==> src/rtl/cpm_pkg.sv <==
package cpm_pkg;

   typedef enum logic [1:0] {
      CPM_RUN   = 2'b00,
      CPM_NAP   = 2'b01,
      CPM_SLEEP = 2'b10
   } cpm_mode_e;

   typedef enum logic [1:0] {
      REF_OFF    = 2'd0,
      REF_SLEW   = 2'd1,
      REF_SETTLE = 2'd2,
      REF_ON     = 2'd3
   } cpm_ref_e;

   function automatic int cpm_max(input int a, input int b);
      return (a > b) ? a : b;
   endfunction

endpackage

==> src/rtl/cpm_sync_edge.sv <==
module cpm_sync_edge #(
   parameter int STAGES = 2
) (
   input  logic clk_i,
   input  logic rst_ni,
   input  logic async_i,
   output logic rise_o
);

   logic [STAGES-1:0] chain_q;
   logic              last_q;

   generate
      for (genvar s = 0; s < STAGES; s++) begin : g_stage
         if (s == 0) begin : g_first
            always_ff @(posedge clk_i or negedge rst_ni) begin
               if (!rst_ni) chain_q[0] <= 1'b0;
               else         chain_q[0] <= async_i;
            end
         end else begin : g_next
            always_ff @(posedge clk_i or negedge rst_ni) begin
               if (!rst_ni) chain_q[s] <= 1'b0;
               else         chain_q[s] <= chain_q[s-1];
            end
         end
      end
   endgenerate

   always_ff @(posedge clk_i or negedge rst_ni) begin
      if (!rst_ni) last_q <= 1'b0;
      else         last_q <= chain_q[STAGES-1];
   end

   assign rise_o = chain_q[STAGES-1] & ~last_q;

endmodule

==> src/rtl/cpm_edge_count.sv <==
module cpm_edge_count
   import cpm_pkg::*;
#(
   parameter int NAP_EDGES   = 2,
   parameter int SLEEP_EDGES = 4,
   parameter int CNT_W       = $clog2(SLEEP_EDGES + 1)
) (
   input  logic             clk_i,
   input  logic             rst_ni,
   input  logic             start_rise_i,
   input  logic             sclk_rise_i,
   output logic [CNT_W-1:0] cnt_q_o,
   output cpm_mode_e        mode_d_o
);

   localparam logic [CNT_W-1:0] SAT = CNT_W'(SLEEP_EDGES);
   localparam logic [CNT_W-1:0] NAP = CNT_W'(NAP_EDGES);

   logic [CNT_W-1:0] cnt_q, base, cnt_d;

   always_comb begin
      base  = sclk_rise_i ? '0 : cnt_q;
      cnt_d = base;
      if (start_rise_i && (base != SAT)) cnt_d = base + 1'b1;
   end

   always_comb begin
      if (cnt_d == SAT)      mode_d_o = CPM_SLEEP;
      else if (cnt_d >= NAP) mode_d_o = CPM_NAP;
      else                   mode_d_o = CPM_RUN;
   end

   always_ff @(posedge clk_i or negedge rst_ni) begin
      if (!rst_ni) cnt_q <= '0;
      else         cnt_q <= cnt_d;
   end

   assign cnt_q_o = cnt_q;

endmodule

==> src/rtl/cpm_ref_seq.sv <==
module cpm_ref_seq
   import cpm_pkg::*;
#(
   parameter int SLEW_CYC   = 200,
   parameter int SETTLE_CYC = 1000
) (
   input  logic clk_i,
   input  logic rst_ni,
   input  logic sleep_d_i,
   output logic ready_o
);

   localparam int LONGEST = cpm_max(SLEW_CYC, SETTLE_CYC);
   localparam int TMR_W   = $clog2(LONGEST + 1);
   localparam logic [TMR_W-1:0] SLEW_LD   = TMR_W'(SLEW_CYC - 1);
   localparam logic [TMR_W-1:0] SETTLE_LD = TMR_W'(SETTLE_CYC - 1);

   cpm_ref_e         st_q;
   logic [TMR_W-1:0] tmr_q;

   always_ff @(posedge clk_i or negedge rst_ni) begin
      if (!rst_ni) begin
         st_q  <= REF_ON;
         tmr_q <= '0;
      end else if (sleep_d_i) begin
         st_q  <= REF_OFF;
         tmr_q <= '0;
      end else begin
         unique case (st_q)
            REF_OFF: begin
               st_q  <= REF_SLEW;
               tmr_q <= SLEW_LD;
            end
            REF_SLEW: begin
               if (tmr_q == '0) begin
                  st_q  <= REF_SETTLE;
                  tmr_q <= SETTLE_LD;
               end else begin
                  tmr_q <= tmr_q - 1'b1;
               end
            end
            REF_SETTLE: begin
               if (tmr_q == '0) st_q  <= REF_ON;
               else             tmr_q <= tmr_q - 1'b1;
            end
            default: st_q <= REF_ON;
         endcase
      end
   end

   assign ready_o = (st_q == REF_ON);

endmodule

==> src/rtl/cpm_power_mode.sv <==
module cpm_power_mode
   import cpm_pkg::*;
#(
   parameter int SYNC_STAGES = 2,
   parameter int NAP_EDGES   = 2,
   parameter int SLEEP_EDGES = 4,
   parameter int SLEW_CYC    = 200,
   parameter int SETTLE_CYC  = 1000
) (
   input  logic       clk_i,
   input  logic       rst_ni,
   input  logic       conv_start_i,
   input  logic       ser_clk_i,
   output logic [1:0] mode_o,
   output logic       ref_en_o,
   output logic       ref_ready_o
);

   localparam int CNT_W = $clog2(SLEEP_EDGES + 1);

   generate
      if (SYNC_STAGES < 2) begin : g_bad_sync
         $error("cpm_power_mode: SYNC_STAGES must be at least 2");
      end
      if (NAP_EDGES < 2 || SLEEP_EDGES <= NAP_EDGES) begin : g_bad_edges
         $error("cpm_power_mode: need 2 <= NAP_EDGES < SLEEP_EDGES");
      end
      if (SLEW_CYC < 1 || SETTLE_CYC < 1) begin : g_bad_delay
         $error("cpm_power_mode: settling delays must be at least 1");
      end
   endgenerate

   logic             start_rise, sclk_rise;
   logic [CNT_W-1:0] cnt_q;
   cpm_mode_e        mode_d, mode_q;

   cpm_sync_edge #(.STAGES(SYNC_STAGES)) i_sync_start (
      .clk_i   (clk_i),
      .rst_ni  (rst_ni),
      .async_i (conv_start_i),
      .rise_o  (start_rise)
   );

   cpm_sync_edge #(.STAGES(SYNC_STAGES)) i_sync_sclk (
      .clk_i   (clk_i),
      .rst_ni  (rst_ni),
      .async_i (ser_clk_i),
      .rise_o  (sclk_rise)
   );

   cpm_edge_count #(
      .NAP_EDGES   (NAP_EDGES),
      .SLEEP_EDGES (SLEEP_EDGES),
      .CNT_W       (CNT_W)
   ) i_count (
      .clk_i        (clk_i),
      .rst_ni       (rst_ni),
      .start_rise_i (start_rise),
      .sclk_rise_i  (sclk_rise),
      .cnt_q_o      (cnt_q),
      .mode_d_o     (mode_d)
   );

   always_ff @(posedge clk_i or negedge rst_ni) begin
      if (!rst_ni) mode_q <= CPM_RUN;
      else         mode_q <= mode_d;
   end

   cpm_ref_seq #(
      .SLEW_CYC   (SLEW_CYC),
      .SETTLE_CYC (SETTLE_CYC)
   ) i_ref (
      .clk_i     (clk_i),
      .rst_ni    (rst_ni),
      .sleep_d_i (mode_d == CPM_SLEEP),
      .ready_o   (ref_ready_o)
   );

   assign mode_o   = mode_q;
   assign ref_en_o = (mode_q != CPM_SLEEP);

endmodule

==> config.mk <==
export PLATFORM = sky130hd
export DESIGN_NAME = cpm_power_mode
export DESIGN_NICKNAME = d
export VERILOG_FILES = /design/src/rtl/cpm_pkg.sv /design/src/rtl/cpm_sync_edge.sv /design/src/rtl/cpm_edge_count.sv /design/src/rtl/cpm_ref_seq.sv /design/src/rtl/cpm_power_mode.sv
export SDC_FILE = /design/constraint.sdc
export NUM_CORES = 1
export LEC_CHECK = 0
export ABC_AREA = 1
export BUFFER_PORTS_ARGS = -buffer_cell sky130_fd_sc_hd__buf_4
export CAP_MARGIN = 5
export CORE_AREA = 4 4 42 71
export CTS_CLUSTER_SIZE = 24
export DETAILED_ROUTE_END_ITERATION = 8
export DIE_AREA = 0 0 46 75
export GPL_ROUTABILITY_DRIVEN = 0
export PLACE_DENSITY = 0.75
export SYNTH_ARGS = -nofsm -noshare
export SYNTH_HDL_FRONTEND = slang
export SYNTH_SLANG_ARGS = --single-unit
==> constraint.sdc <==
create_clock -name clk_i -period 2.6 [get_ports clk_i]
set_clock_uncertainty 0.2 [all_clocks]
set_input_delay 0.26 -clock clk_i [delete_from_list [all_inputs] [get_ports clk_i]]
set_output_delay 0.26 -clock clk_i [all_outputs]
set_load 0.02 [all_outputs]
* After elaboration in Yosys (flattened, before gate mapping)
Index checks and enable logic that the tools add are counted.
** Cells by class
- Add/subtract/negate cells :: 2
- $mul :: 0
- Divide/modulo/power cells :: 0
- $lt $le $gt $ge :: 1
- Eq/ne operators :: 10
- Shift operators :: 0
- Multiplexer cells :: 12
- Bitwise operators :: 4
- Reductions and logical operators :: 6
** Operator list (number)
- 10-bit 2-to-1 mux :: 3
- 10-bit case mux with 3 select lines :: 1
- 10-bit zero test :: 1
- 10-bit by 1-bit subtractor with 10-bit output, second input constant :: 1
- 2-bit 2-to-1 mux :: 4
- 2-bit equality test, second input constant :: 3
- 3-bit 2-to-1 mux :: 2
- 3-bit by 1-bit inequality test with 1-bit output, second input constant :: 2
- 2-bit case mux with 3 select lines :: 1
- 2-bit AND reduction :: 2
- 4-bit nonzero test :: 1
- 3-bit by 1-bit adder with 3-bit output, second input constant :: 1
- 3-bit equality test, second input constant :: 1
- 3-bit by 2-bit greater-or-equal comparator with 1-bit output, second input constant :: 1
- 3-bit by 2-bit inequality test with 1-bit output, second input constant :: 1
- 3-bit inequality test, second input constant :: 1
- 1-bit bitwise AND :: 2
- 2-bit by 1-bit equality test with 1-bit output, second input constant :: 1
- 2-bit zero test :: 1
- 2-bit inequality test, second input constant :: 1
- 1-bit NOT :: 2
- 1-bit logical AND :: 1
- 1-bit 2-to-1 mux :: 1
** Storage, ports and cells
- Register bits :: 23
- Latch bits :: 0
- Memory bits (writable) :: 0
- Bits in read-only memories :: 0
- Input bits :: 4
- Output and inout bits :: 4
- Word-level logic and storage cells :: 45
- Memories :: 0

* Logic depth before layout (Yosys ltp)
Gate-level depths: netlist of the first run.
- Depth in word-level cells :: 12
- Depth in mapped cells :: 13
- Depth with buffers taken out :: 12

* Modules after synthesis
From an unflattened synthesis of the first run, not the netlist that was laid out.
** Unflattened totals
- Cells, all modules :: 175
- Area, all modules :: 1372.6 µm²
** By module, submodules not included
- cpm_ref_seq :: instances 1, cells each 119, area each 853.3 µm², sequential area each 302.8 µm²
- cpm_edge_count :: instances 1, cells each 40, area each 281.5 µm², sequential area each 75.1 µm²
- cpm_sync_edge :: instances 2, cells each 5, area each 85.1 µm², sequential area each 75.1 µm²
- cpm_power_mode :: instances 1, cells each 6, area each 67.6 µm², sequential area each 50.0 µm²

* Least setup slack after synthesis of the first run
No wires, ideal clock.
- Path type :: flip-flop to flip-flop
- Start point :: register i_ref.st_q[0]
- End point :: register i_ref.tmr_q[5]
- Library setup time :: 119 ps
- Data arrival time :: 1707 ps
- Required time :: 2281 ps
- Slack :: 574 ps
- Stages on the path, launching flop included :: 11
- Path buffers :: 1
- Period minus slack after synthesis :: 2026 ps
- Cells stage by stage :: dfstp_2 inv_1 ha_1 nor2_2 inv_2 or2_4 nand2_2 buf_6 nor2_1 nand3_1 o21ai_2
** Between the ends
- Cells in the longest elaborated chain, start to end :: 3
- Elaborated cells on any way between the ends :: 8
- Those cells by class :: eq/ne: 3; mux: 2; reduce/logical: 3
** RTL lines
- from (decl) :: line cpm_ref_seq.sv:18 : cpm_ref_e st_q;
- from (signal assigned) :: line cpm_ref_seq.sv:23 : st_q <= REF_ON;
- from (signal assigned) :: line cpm_ref_seq.sv:26 : st_q <= REF_OFF;
- from (signal assigned) :: line cpm_ref_seq.sv:31 : st_q <= REF_SLEW;
- 2-bit equality test (tied with other cells) :: line cpm_ref_seq.sv:29 : unique case (st_q)
- 10-bit case mux with 3 select lines (tied with other cells) :: line cpm_ref_seq.sv:29
- 10-bit 2-to-1 mux or 2-bit AND reduction (tied branches)
- to (signal assigned) :: line cpm_ref_seq.sv:39 : tmr_q <= tmr_q - 1'b1;
- to (signal assigned) :: line cpm_ref_seq.sv:44 : else tmr_q <= tmr_q - 1'b1;
- to (decl) :: line cpm_ref_seq.sv:19 : logic [TMR_W-1:0] tmr_q;
Parallel ways exist; a longest one is shown, timed or not.
A chain may end at the register's enable or synchronous reset.

* Worst setup path after layout of the first run
- Start point :: register i_ref.st_q[0]
- End point :: register i_ref.tmr_q[6]
The elaborated chain is that of the path after synthesis.

==> results_dict.tcl, run 1 <==
set metrics [dict create \
    status "finished, final reports clean" \
    floorplan.die.height_microns 75 \
    critical_path.max_fanout 12 \
    headroom_to_the_max_slew_limit_pct 81.1 \
    numCtsBuffers 3 \
    synth_nets 185 \
    crit_required_ns 2.56 \
    synth-adder-area-share_pct 7.29 \
    fill_cell_total_of_the_finished_layout 218 \
    worst_hold_path_cells 0 \
    dr.first_iter.drc_count 54 \
    wl_per_cell_microns 13.6 \
    grt_pass1_wl_microns 4790 \
    wl_met2_microns 1570 \
    core_region_area_sq_mm 0.00246 \
    drt_pass1_iterations 4 \
    post-synth-top-count-cell "nand2_1" \
    multi_input_area_sq_um 676 \
    synth_enable_flop_cells 0 \
    synth_compound_gate_area_share_pct 5.65 \
    yosysUniqueCellTypes 26 \
    setup_repair_after_global_routing_missed_its_margin "no" \
    pwr-share-clk_pct 12.3 \
    detailroute.via_count 1166 \
    fin_setup_tns_ns 0 \
    io_pins 8 \
    drc 0 \
    row_count 24 \
    internal_power_w 0.000944 \
    antenna_violating_nets_post_route 0 \
    part_of_the_cycle_the_worst_path_needs_pct 90.7 \
    reg_clk_slew_reported_paths_ns 0.08 \
    p_total_w 0.00181 \
    yosysTopAreaCell "dfrtp_1" \
    numClockSinks 23 \
    placedCellCount 204 \
    worst_hold_slack_ns 0.154 \
    async_reset_ff_share_pct 100 \
    tightest_slew_ns 0.284 \
    yosys-top-cells-area "dfrtp_1, nand2_1, ha_1" \
    via_per_inst 5.53 \
    via_count_of_the_first_global_routing_pass 1127 \
    postSynthRegisterBits 23 \
    finalWirelength_microns 2870 \
    ys_dominant_reg_cell "dfrtp_1" \
    met3_wirelength_microns 113 \
    synth_area_in_xor_xnor_pct 1.91 \
    slew_viol_final 0 \
    cts_resized 0 \
    top_signal_layer_used "met4" \
    syn_area_sq_mm 0.00137 \
    final_layout_size_suffix_gt1_share_pct 17.8 \
    io_buffer_count 7 \
    globalRoute.totalOverflow 0 \
    detail_route.wirelength.met1_microns 1040 \
    global_route.usage.total_pct 19.2 \
    synthCells 173 \
    synth_warnings 0 \
    maximum_number_of_pins_on_one_net_before_global_route_repair 24 \
    clk_path_buf_depth 2 \
    seqCellArea_sq_um 578 \
    detailed_place_hpwl_microns 2170 \
    regToRegSetupSlack_ns 0.24 \
    comb_power_share_pct 56.6 \
    initial_core_utilization_pct 55.8 \
    setup-violations-final 0 \
    worstRegToRegCells 9 \
    nets 198 \
    synth_simple_gate_area_share_pct 34.3 \
    peakVddDrop_uv 698 \
    post-cts-setup-buffer-count 0 \
    p_leak_nw 0.794 \
    largest_family_of_logic_cells_by_synthesized_area "simple AND/OR/NAND/NOR gates" \
    muxShareOfSynthArea_pct 0 \
    clk_root_buffer_cell "clkbuf_8" \
    maximum_clock_frequency_ghz 0.424 \
    post_synth.cell_area_avg_sq_um 7.94 \
    tritoncts "yes" \
    number_of_antenna_violations_at_the_first_check_in_global_routing 0 \
    non_filler_instance_count_after_layout 211 \
    timing.critical_path.from_type "register" \
    endpoint_kind "register" \
    final_hold_viol_count 0 \
    maxCapViolCount 0 \
    yosys-top-cells-count "nand2_1, inv_1, dfrtp_1, nand3_1, nor2_1" \
    crit_arrival_ns 2.32 \
    fp.dieW_microns 46 \
    power_density_mw_per_mm2 1190 \
    antenna_cells_inserted 0 \
    p_sw_w 0.000868 \
    power.sequential.fraction_pct 31.1 \
    layout-area-overhead-vs-synth_pct 10.4 \
    synth_largest_type_area_fraction_pct 38.3 \
    timing.hold.worst.class "register to register" \
    period_minus_slack_ns 2.36 \
    post_synthesis_sequential_area_ratio_pct 42.1 \
    worst_skew_pair.late_latency_ns 0.27 \
    switching_share_pct 47.9 \
    htreeDepth 1 \
    setup_cp_type "register to register" \
    die_area_sq_mm 0.00345 \
]
==> area by class of cell <==
cell class,instances,share of cell area (%)
Multi-Input combinational cell,121,44.6
Sequential cell,23,38.1
Inverter,27,6.68
Timing Repair Buffer,10,5.45
Clock buffer,3,2.72
Tap cell,26,2.15
Clock inverter,1,0.330
==> timing repair <==
| item | 4_1_cts | 5_1_grt |
|---|---|---|
| hold buffers | 3 | 0 |
| hold endpoints to repair | 25 | 0 |
| setup endpoints to repair | 0 | 0 |
==> routing by layer <==
layer | vias up | global-route usage (%)
li1 | 568 | -
met1 | 551 | 18.9
met2 | 33 | 35.1
met3 | 14 | 3.11
met4 | 0 | 12.0
met5 | - | 0
==> cells by family after synthesis <==
| group | Yosys count |
|---|---|
| adders and majority gates | 8 |
| AOI/OAI and AO/OA | 12 |
| and+or+nand+nor | 98 |
| xor gates and xnor gates | 3 |
| DFF | 23 |
| buffers and inverters | 29 |
==> per-stage QoR <==
| step | cell area (sq um) | utilization (%) | setup slack [ns] |
|---|---|---|---|
| 3_3_place_gp | 1440 | 58.5 | 0.410 |
| 2_1_floorplan | 1370 | - | 0.574 |
| 3_5_place_dp | 1440 | 58.5 | 0.293 |
| 5_1_grt | 1520 | 61.6 | 0.113 |
| 6_report | 1520 | 61.6 | 0.241 |
| 4_1_cts | 1520 | 61.6 | 0.265 |
==> power groups by stage <==
stage	registers, W	clock network [W]	logic, W
global route	0.000574	0.000239	0.00116
detailed placement	0.000566	0	0.00100
CTS	0.000561	0.000229	0.00101
global placement	0.000563	0	0.000978
finish	0.000563	0.000222	0.00103
floorplan	0.000552	0	0.000809
==> sequential cells by signal (all words and copies together) (netlist names) <==
signal and count:
i_sync_sclk.last_q 1, i_ref.st_q 2, i_sync_sclk.chain_q 2, i_count.cnt_q_o 3, i_sync_start.chain_q 2, i_ref.tmr_q 10
i_sync_start.last_q 1, mode_o 2
==> final timing paths <==
kind | endpoint | from
setup / recovery | i_ref.tmr_q[6]$_DFFE_PN0P_ | i_ref.st_q[0]$_DFFE_PN1P_
hold / removal | i_sync_start.chain_q[1]$_DFF_PN0_ | i_sync_start.chain_q[0]$_DFF_PN0_
setup reg to reg | i_ref.tmr_q[6]$_DFFE_PN0P_ | i_ref.st_q[0]$_DFFE_PN1P_
hold reg to reg | i_sync_start.chain_q[1]$_DFF_PN0_ | i_sync_start.chain_q[0]$_DFF_PN0_
max in group asynchronous | i_ref.st_q[1]$_DFFE_PN1P_ | rst_ni
min in group asynchronous | i_ref.tmr_q[9]$_DFFE_PN0P_ | rst_ni
==> cell usage in the layout (no fill, tap or decap), types with 2 or more instances in the layout <==
master          n
dlygate4sd3_1   3
a21oi_1         5
nand3b_1        2
dfstp_2         2
nand2_2         4
or2_2           2
ha_1            8
nand3_1        17
nor2_2          5
o21ai_0         2
buf_4           7
nor2_1         14
o21ai_2         3
xor2_1          2
inv_1          26
nand2_1        43
nand3_2         2
dfrtp_1        21
clkbuf_8        3
nand4_1         6
==> worst max-delay path, cell delays in order (launching register included) <==
cell and delay, ns:
dfstp_2 0.57, inv_1 0.09, ha_1 0.27, nor2_2 0.21, inv_2 0.09, or2_4 0.24
nand2_2 0.22, inv_1 0.13, o21ai_0 0.18, nor2_1 0.06
Power figures use the tool's default switching activity.
==> run 2: changes to the inputs <==
--- a/config.mk
+++ b/config.mk
@@ -14,6 +14,7 @@
 export DIE_AREA = 0 0 46 75
 export GPL_ROUTABILITY_DRIVEN = 0
 export PLACE_DENSITY = 0.75
+export REMOVE_ABC_BUFFERS = 1
 export SYNTH_ARGS = -nofsm -noshare
 export SYNTH_HDL_FRONTEND = slang
 export SYNTH_SLANG_ARGS = --single-unit
==> results_dict.tcl, run 2 (synthesized netlist as in run 1, its figures left out) <==
set metrics [dict create \
    status "finished, final reports clean" \
    fill_cell_total_of_the_finished_layout 217 \
    non_filler_instance_count_after_layout 211 \
    global_route.usage.total_pct 18.3 \
    layout.cells.most_common "nand2_1" \
    numClockSinks 23 \
    floorplan.die.height_microns 75 \
    timing.critical_path.from_type "register" \
    tightest_slew_ns 0.292 \
    number_of_antenna_violations_at_the_first_check_in_global_routing 0 \
    io_pins 8 \
    clk_root_buffer_cell "clkbuf_8" \
    critical_path.reg2reg.endpoint "i_ref.tmr_q[6]$_DFFE_PN0P_" \
    nets 198 \
    via_per_inst 5.58 \
    setup_ws_ns 0.270 \
    core_region_area_sq_mm 0.00246 \
    io_buffer_count 7 \
    drc 0 \
    tritoncts "yes" \
    critical_path_sink "i_ref.tmr_q[6]$_DFFE_PN0P_" \
    fin_setup_tns_ns 0 \
    gr-usage-met3_pct 2.63 \
    die_area_sq_mm 0.00345 \
    grt_busiest_layer "met2" \
    fp.dieW_microns 46 \
    detailed_place_hpwl_microns 2170 \
    worst_skew_pair.late_latency_ns 0.27 \
    maxCapViolCount 0 \
    crit_required_ns 2.56 \
    final_cell_mix "nand2_1, inv_1, dfrtp_1" \
    final_area_sq_mm 0.00152 \
    setup-violations-final 0 \
    grt_pass1_wl_microns 4640 \
    maximum_clock_frequency_ghz 0.429 \
    antenna_cells_inserted 0 \
    setup_repair_after_global_routing_missed_its_margin "no" \
    via_count_of_the_first_global_routing_pass 1139 \
    multi_input_area_sq_um 676 \
    timing_startpoint_of_the_critical_path "i_ref.st_q[1]$_DFFE_PN1P_" \
    place_area_sq_mm 0.00144 \
    part_of_the_cycle_the_worst_path_needs_pct 89.6 \
    timing.hold.worst.class "register to register" \
    met1_usage_pct 17.9 \
    crit_arrival_ns 2.30 \
    dr.first_iter.drc_count 56 \
    numCtsBuffers 3 \
    slew_viol_final 0 \
    peakVddDrop_uv 822 \
    detailroute.via_count 1178 \
    drt_pass1_iterations 4 \
    row_count 24 \
    power_density_mw_per_mm2 1200 \
    post-cts-setup-buffer-count 0 \
    clk_path_buf_depth 2 \
    htreeDepth 1 \
    seqCellArea_sq_um 578 \
    worst_hold_slack_ns 0.155 \
    period_minus_slack_ns 2.33 \
    headroom_to_the_max_slew_limit_pct 80.5 \
    final_layout_size_suffix_gt1_share_pct 17.8 \
    antenna_violating_nets_post_route 0 \
    final_hold_viol_count 0 \
    use_met2_pct 33.9 \
    placedCellCount 204 \
    regMostFlops "i_ref.tmr_q" \
    globalRoute.totalOverflow 0 \
    critical_path.max_fanout 12 \
    reg2reg_launch_point "i_ref.st_q[1]$_DFFE_PN1P_" \
    largest_reg_flops 10 \
    worstRegToRegCells 9 \
    post-place-ws_ns 0.313 \
    maximum_number_of_pins_on_one_net_before_global_route_repair 24 \
    p_leak_nw 0.794 \
    regToRegSetupSlack_ns 0.27 \
    setup_cp_type "register to register" \
    reg_clk_slew_reported_paths_ns 0.09 \
    finalWirelength_microns 2850 \
    layout-area-overhead-vs-synth_pct 10.4 \
    wl_per_cell_microns 13.5 \
    initial_core_utilization_pct 55.8 \
    endpoint_kind "register" \
]
## run 2: cell counts in the layout (fill, tap and decap cells not counted)
Identical to the previous run, type by type.
## run 2: layout make-up
cell class	count	share of cell area (%)
multi-input cells	121	44.6
flip-flops and latches	23	38.1
inverters	27	6.68
repair buffers	10	5.45
clock buffers	3	2.72
well taps	26	2.15
clock inverters	1	0.330
## run 2: worst max-delay path, stage by stage (launching register included)
cell and delay [ns]:
dfstp_2 0.58, inv_1 0.08, ha_1 0.28, nor2_2 0.18
inv_2 0.08, or2_4 0.24, nand2_2 0.23, inv_1 0.12
o21ai_0 0.18, nor2_1 0.05
## run 2: where the power goes
part	leakage, nW	switching, W	total (W)	internal (W)
combinational	0.488	0.000660	0.00103	0.000366
sequential	0.281	0.0000914	0.000564	0.000473
clock	0.0255	0.000115	0.000223	0.000107
## run 2: per-layer routing
layer	part of all wire (%)	routed length [microns]
met1	35	1000
met5	0	0
met3	5.7	163
met2	55	1580
met4	3.6	102
## run 2: stage by stage
stage | power, W | util [%]
floorplan | 0.00133 | -
global placement | 0.00154 | 58.5
detailed placement | 0.00157 | 58.5
CTS | 0.00180 | 61.6
global route | 0.00196 | 61.6
finish | 0.00181 | 61.6
## run 2: repair_timing
| action | CTS | global route |
|---|---|---|
| hold endpoints to repair | 25 | 0 |
| resized for setup | 0 | 0 |
| hold buffers | 3 | 0 |
## run 2: worst min path at each step
| stage | to | depth (start not counted) | start |
|---|---|---|---|
| floorplan | i_count.cnt_q_o[0]$_DFF_PN0_ | 0 | rst_ni |
| global route | i_sync_sclk.chain_q[1]$_DFF_PN0_ | 0 | i_sync_sclk.chain_q[0]$_DFF_PN0_ |
| global placement | i_ref.tmr_q[8]$_DFFE_PN0P_ | 1 | rst_ni |
| CTS | i_sync_sclk.chain_q[1]$_DFF_PN0_ | 0 | i_sync_sclk.chain_q[0]$_DFF_PN0_ |
| detailed placement | i_ref.tmr_q[8]$_DFFE_PN0P_ | 1 | rst_ni |
| finish | i_sync_start.chain_q[1]$_DFF_PN0_ | 0 | i_sync_start.chain_q[0]$_DFF_PN0_ |
